==> config.mk <==
export PLATFORM = sky130hd
export DESIGN_NAME = odd_block_detector
export DESIGN_NICKNAME = d
export VERILOG_FILES = /design/src/rtl/odd_pkg.sv /design/src/rtl/odd_tracker.sv /design/src/rtl/odd_seen_table.sv /design/src/rtl/odd_block_detector.sv
export SDC_FILE = /design/constraint.sdc
export NUM_CORES = 1
export LEC_CHECK = 0
export ABC_CLOCK_PERIOD_IN_PS = 4900
export BUFFER_PORTS_ARGS = -buffer_cell sky130_fd_sc_hd__buf_2
export CELL_PAD_IN_SITES_DETAIL_PLACEMENT = 0
export CELL_PAD_IN_SITES_GLOBAL_PLACEMENT = 1
export CORE_AREA = 10 10 112 154
export DETAILED_ROUTE_END_ITERATION = 7
export DIE_AREA = 0 0 122 164
export PLACE_DENSITY_LB_ADDON = 0.3
export SLEW_MARGIN = 20
export SYNTH_ARGS = -nofsm -noshare
export SYNTH_HDL_FRONTEND = slang
export SYNTH_HIERARCHICAL = 1
export SYNTH_SLANG_ARGS = --single-unit
==> constraint.sdc <==
create_clock -name clk -period 4.9 [get_ports clk]
set_clock_uncertainty 0.2 [all_clocks]
set_input_delay 0.98 -clock clk [delete_from_list [all_inputs] [get_ports clk]]
set_output_delay 0.98 -clock clk [all_outputs]
set_load 0.02 [all_outputs]
==> src/rtl/odd_pkg.sv <==
package odd_pkg;
  typedef enum logic [2:0] {
    CLS_ALU    = 3'd0,
    CLS_SHIFT  = 3'd1,
    CLS_MEM    = 3'd2,
    CLS_MUL    = 3'd3,
    CLS_PUSH   = 3'd4,
    CLS_CALL   = 3'd5,
    CLS_RET    = 3'd6,
    CLS_OTHER  = 3'd7
  } op_cls_e;

  // classes the array can absorb
  function automatic logic op_supported(input logic [2:0] cls);
    return cls <= 3'(CLS_PUSH);
  endfunction

  // depth-neutral test used for block closing
  function automatic logic depth_match(input logic [15:0] a, input logic [15:0] b);
    return a == b;
  endfunction
endpackage

==> src/rtl/odd_tracker.sv <==
module odd_tracker
  import odd_pkg::*;
#(
  parameter int PC_W    = 16,
  parameter int SP_W    = 8,
  parameter int MAX_LEN = 16,
  parameter int LEN_W   = $clog2(MAX_LEN + 1)
) (
  input  logic             clk,
  input  logic             rst_n,
  input  logic             ins_valid,
  input  logic [PC_W-1:0]  ins_pc,
  input  logic [2:0]       ins_cls,
  input  logic [SP_W-1:0]  ins_sp_pre,
  input  logic [SP_W-1:0]  ins_sp_post,
  output logic             ev_start,
  output logic             ev_close,
  output logic             ev_abort,
  output logic [PC_W-1:0]  close_pc,
  output logic [LEN_W-1:0] close_len
);
  localparam logic [LEN_W-1:0] LIMIT = LEN_W'(MAX_LEN);
  localparam logic [LEN_W-1:0] ONE   = LEN_W'(1);

  logic             active;
  logic [PC_W-1:0]  start_pc;
  logic [SP_W-1:0]  start_sp;
  logic [LEN_W-1:0] len;
  logic [LEN_W-1:0] len_nx;
  logic             sup, closes_fresh, closes_run;

  assign sup          = op_supported(ins_cls);
  assign closes_fresh = depth_match(16'(ins_sp_post), 16'(ins_sp_pre));
  assign closes_run   = depth_match(16'(ins_sp_post), 16'(start_sp));
  assign len_nx       = len + ONE;

  always_comb begin
    ev_start  = 1'b0;
    ev_close  = 1'b0;
    ev_abort  = 1'b0;
    close_pc  = active ? start_pc : ins_pc;
    close_len = active ? len_nx : ONE;
    if (ins_valid) begin
      if (!sup) begin
        ev_abort = active;
      end else if (!active) begin
        ev_start = 1'b1;
        ev_close = closes_fresh;
      end else if (closes_run) begin
        ev_close = 1'b1;
      end else if (len_nx >= LIMIT) begin
        ev_abort = 1'b1;
      end
    end
  end

  always_ff @(posedge clk or negedge rst_n) begin
    if (!rst_n) begin
      active   <= 1'b0;
      start_pc <= '0;
      start_sp <= '0;
      len      <= '0;
    end else if (ins_valid) begin
      if (!sup) begin
        active <= 1'b0;
      end else if (!active) begin
        start_pc <= ins_pc;
        start_sp <= ins_sp_pre;
        len      <= ONE;
        active   <= !closes_fresh && (MAX_LEN > 1);
      end else if (closes_run || len_nx >= LIMIT) begin
        active <= 1'b0;
      end else begin
        len <= len_nx;
      end
    end
  end


  idle_hold_chk: assert property (@(posedge clk) disable iff (!rst_n)
    !ins_valid |=> $stable(active) && $stable(len) && $stable(start_sp));


  abort_clears_chk: assert property (@(posedge clk) disable iff (!rst_n)
    ins_valid && !sup |=> !active);


  close_ends_chk: assert property (@(posedge clk) disable iff (!rst_n)
    active && ins_valid && sup && (ins_sp_post == start_sp) |=> !active);


  open_starts_chk: assert property (@(posedge clk) disable iff (!rst_n)
    !active && ins_valid && sup && (ins_sp_post != ins_sp_pre) |=> active && (len == ONE));
endmodule

==> src/rtl/odd_seen_table.sv <==
module odd_seen_table #(
  parameter int PC_W      = 16,
  parameter int TAB_DEPTH = 4
) (
  input  logic            clk,
  input  logic            rst_n,
  input  logic [PC_W-1:0] look_pc,
  output logic            hit,
  input  logic            wr_en,
  input  logic [PC_W-1:0] wr_pc
);
  localparam int PTR_W = (TAB_DEPTH > 1) ? $clog2(TAB_DEPTH) : 1;
  localparam logic [PTR_W-1:0] LAST = PTR_W'(TAB_DEPTH - 1);

  logic [PC_W-1:0]      addr_q [TAB_DEPTH];
  logic [TAB_DEPTH-1:0] vld_q;
  logic [TAB_DEPTH-1:0] match;
  logic [PTR_W-1:0]     wptr;

  for (genvar g = 0; g < TAB_DEPTH; g++) begin : g_ent
    assign match[g] = vld_q[g] && (addr_q[g] == look_pc);
    always_ff @(posedge clk or negedge rst_n) begin
      if (!rst_n) begin
        vld_q[g]  <= 1'b0;
        addr_q[g] <= '0;
      end else if (wr_en && (wptr == PTR_W'(g))) begin
        vld_q[g]  <= 1'b1;
        addr_q[g] <= wr_pc;
      end
    end
  end

  assign hit = |match;

  always_ff @(posedge clk or negedge rst_n) begin
    if (!rst_n)     wptr <= '0;
    else if (wr_en) wptr <= (wptr == LAST) ? '0 : wptr + PTR_W'(1);
  end


  occupancy_grows_chk: assert property (@(posedge clk) disable iff (!rst_n)
    wr_en |=> $countones(vld_q) >= $countones($past(vld_q)) && $countones(vld_q) >= 1);


  single_match_chk: assert property (@(posedge clk) disable iff (!rst_n)
    $countones(match) <= 1);
endmodule

==> src/rtl/odd_block_detector.sv <==
module odd_block_detector
  import odd_pkg::*;
#(
  parameter int PC_W      = 16,
  parameter int SP_W      = 8,
  parameter int MIN_LEN   = 3,
  parameter int MAX_LEN   = 16,
  parameter int TAB_DEPTH = 4,
  parameter int LEN_W     = $clog2(MAX_LEN + 1)
) (
  input  logic             clk,
  input  logic             rst_n,
  input  logic             ins_valid,
  input  logic [PC_W-1:0]  ins_pc,
  input  logic [2:0]       ins_cls,
  input  logic [SP_W-1:0]  ins_sp_pre,
  input  logic [SP_W-1:0]  ins_sp_post,
  input  logic [PC_W-1:0]  ins_next_pc,
  output logic             cap_valid,
  output logic [PC_W-1:0]  cap_start_pc,
  output logic [LEN_W-1:0] cap_len,
  output logic [PC_W-1:0]  cap_next_pc
);
  localparam logic [LEN_W-1:0] MIN_L = LEN_W'(MIN_LEN);
  localparam logic [LEN_W-1:0] MAX_L = LEN_W'(MAX_LEN);

  logic             ev_start, ev_close, ev_abort;
  logic [PC_W-1:0]  close_pc;
  logic [LEN_W-1:0] close_len;
  logic             tab_hit, qualify;

  odd_tracker #(.PC_W(PC_W), .SP_W(SP_W), .MAX_LEN(MAX_LEN), .LEN_W(LEN_W)) trk_i (
    .clk(clk), .rst_n(rst_n), .ins_valid(ins_valid), .ins_pc(ins_pc),
    .ins_cls(ins_cls), .ins_sp_pre(ins_sp_pre), .ins_sp_post(ins_sp_post),
    .ev_start(ev_start), .ev_close(ev_close), .ev_abort(ev_abort),
    .close_pc(close_pc), .close_len(close_len)
  );

  odd_seen_table #(.PC_W(PC_W), .TAB_DEPTH(TAB_DEPTH)) tab_i (
    .clk(clk), .rst_n(rst_n), .look_pc(close_pc), .hit(tab_hit),
    .wr_en(qualify), .wr_pc(close_pc)
  );

  assign qualify = ev_close && (close_len >= MIN_L) && !tab_hit;

  always_ff @(posedge clk or negedge rst_n) begin
    if (!rst_n) begin
      cap_valid    <= 1'b0;
      cap_start_pc <= '0;
      cap_len      <= '0;
      cap_next_pc  <= '0;
    end else begin
      cap_valid <= qualify;
      if (qualify) begin
        cap_start_pc <= close_pc;
        cap_len      <= close_len;
        cap_next_pc  <= ins_next_pc;
      end
    end
  end


  min_len_chk: assert property (@(posedge clk) disable iff (!rst_n)
    cap_valid |-> cap_len >= MIN_L);


  max_len_chk: assert property (@(posedge clk) disable iff (!rst_n)
    cap_valid |-> cap_len <= MAX_L);


  abort_no_report_chk: assert property (@(posedge clk) disable iff (!rst_n)
    ev_abort |=> !cap_valid);


  start_exclusive_chk: assert property (@(posedge clk) disable iff (!rst_n)
    ev_start |-> !ev_abort);
endmodule

==> results.tsv <==
stage	metric	value	unit
run_status	status	complete, no violations	
clock_network	cts_sinks	138	
sta	fin_crit_sh	91.3	%
finish	fin_nets	627	
pwr	p_comb_share	17.6	%
worst_setup_path	critPathLaunch	trk_i/active	
synthesis	syn_inst	467	
die	ios	92	
clock_network	ctsResizeCount	0	
clock_network	worstSkewPairLatency	0.41	ns
clock_network	post-cts-setup-buffers	0	
worst_setup_path	startpoint_type	register	
worst_setup_path	worstPathRequired	5.00	ns
worst_setup_path	path_class	register to register	
sta	finalCriticalPeriod	4.47	ns
sta	tns	0	ns
sta	hold_violations	0	
sta	setup_violations	0	
die	die_area	20000	sq um
pwr	p_sw	855	uW
die	die_w	122	um
finish	fill_cells	1217	
pwr	internal-power	2.29	mW
synthesis	synth_nets	526	
finish	antenna_cells	0	
clock_network	cts_tree	yes	
clock_network	cts_hold_buf	0	
sta	rsz0062_at_grt	no	
worst_setup_path	crit_fanout	31	
flow_run	cap_violations	0	
detailed_routing	dr.pass1.iters	4	
synthesis	ys_warn_count	6	
sta	worst_slew_pin_slew	1.11	ns
clock_network	clockBufferDepth	2	
detailed_routing	wirelength	14500	um
worst_setup_path	end_kind	register	
clock_network	cts-root-buf	clkbuf_16	
pwr	power.total	3.15	mW
worst_setup_path	rr_startpoint	trk_i/active	
placed_design	place_area	7270	sq um
sta	slew_headroom	26.1	%
pwr	p_seq_share	40.9	%
die	core	14400	sq um
detailed_routing	drc	0	
placed_design	place.gp.congestion	0.789	
pwr	switching_share	27.2	%
finish	layout_commonest_cell	dfrtp_1	
die	start_util	45.9	%
clock_network	htreeDepth	4	
die	die_height	164	um
pwr	vdd_drop_max	0.215	mV
detailed_routing	wl_per_cell	18.8	um
placed_design	portBuffers	91	
finish	stdcell_count	770	
worst_hold_path	whs_path_depth	1	
global_route	antenna_found_initial	0	
pwr	power_density	400	nW/um^2
detailed_routing	first_iter_violations	244	
finish	area_growth	19.4	%
clock_network	clk_pin_slew	0.06	ns
finish	design_area	7870	sq um
worst_hold_path	holdCritStartpoint	tab_i/vld_q[1]	
detailed_routing	viasPerCell	5.10	
clock_network	numCtsBuffers	17	
finish	mostFrequentLayoutCells	dfrtp_1 (138), mux2_2 (109), buf_2 (90)	
pwr	p_clk_share	41.4	%
detailed_routing	vias	3928	
worst_setup_path	r2r_cells	10	
placed_design	dp_hpwl	10200	um
detailed_routing	ant_nets	0	
global_route	grt_pass1_wl	23200	um
pwr	p_leak	3.84	nW
global_route	grt_use_total	14.9	%
global_route	grt_start_max_net_pins	82	
sta	slew_violations	0	
placed_design	place_inst	738	
die	rows	52	
synthesis	synth_area	6600	sq um
worst_setup_path	arrival	4.57	ns
global_route	grt-ovfl-total	0	
finish	layout-drive-gt1-share	48.2	%
global_route	grt_pass1_vias	4215	
synthesis	syn_avg_cell_area	14.1	sq um
worst_hold_path	hp-class	register to register	
sta	fmax	224	MHz
-- per-stage QoR --
stage | hold WS (ns) | utilization, % | worst slack (ns)
3_5_place_dp | 0.252 | 50.5 | 0.391
6_report | 0.267 | 54.8 | 0.427
5_1_grt | 0.282 | 54.8 | 0.269
3_3_place_gp | 0.252 | 50.5 | 0.494
2_1_floorplan | 0.235 | - | 0.858
4_1_cts | 0.270 | 54.8 | 0.392
-- flip-flops by register name (all words and copies together) (netlist names) --
register	cells
cap_next_pc	16
tab_i/wptr	2
trk_i/start_sp	8
tab_i/addr_q	64
trk_i/active	1
cap_len	5
trk_i/start_pc	16
cap_valid	1
trk_i/len	5
tab_i/vld_q	4
cap_start_pc	16
-- final timing paths --
path / to / slack (ns)
worst max-delay path: cap_next_pc[15] / 0.43
worst min register to register: tab_i/vld_q[1] / 0.27
max in group asynchronous: cap_start_pc[1] / 3.13
min in group asynchronous: trk_i/start_sp[5] / 0.41
worst max register to register: cap_next_pc[15] / 0.43
worst min-delay path: tab_i/vld_q[1] / 0.27
-- layer usage --
layer / routed length, um / GRT usage [%] / vias to the layer above
li1: - / - / 1846
met1: 6010 / 17.7 / 2008
met2: 7690 / 25.7 / 64
met3: 572 / 3.57 / 10
met4: 177 / 4.57 / 0
met5: 0 / 0 / -
-- power groups by stage --
stage | logic (mW) | clock network (mW) | registers (mW)
floorplan | 0.393 | 0 | 1.31
global placement | 0.552 | 0 | 1.30
detailed placement | 0.562 | 0 | 1.31
CTS | 0.566 | 1.33 | 1.29
global route | 0.610 | 1.39 | 1.30
finish | 0.555 | 1.30 | 1.29
-- worst max-delay path: stages, from the launching register on --
cell	delay [ns]
dfrtp_1	1.08
mux2_2	0.54
xor2_1	0.28
nor4_1	0.10
nand4_1	0.17
nor4_1	0.08
or4_1	0.51
nand2b_1	0.26
a21oi_4	0.42
buf_12	0.30
mux2_2	0.37
-- layout make-up --
cell class	count	area [sq um]	area share [%]
Timing Repair Buffer	100	542	6.88
Multi-Input combinational cell	307	3020	38.3
Clock buffer	19	443	5.63
Tap cell	189	236	3.00
Inverter	4	15.0	0.191
Clock inverter	13	165	2.10
Sequential cell	138	3450	43.9
Note: power is estimated with default switching activity, not from simulation.
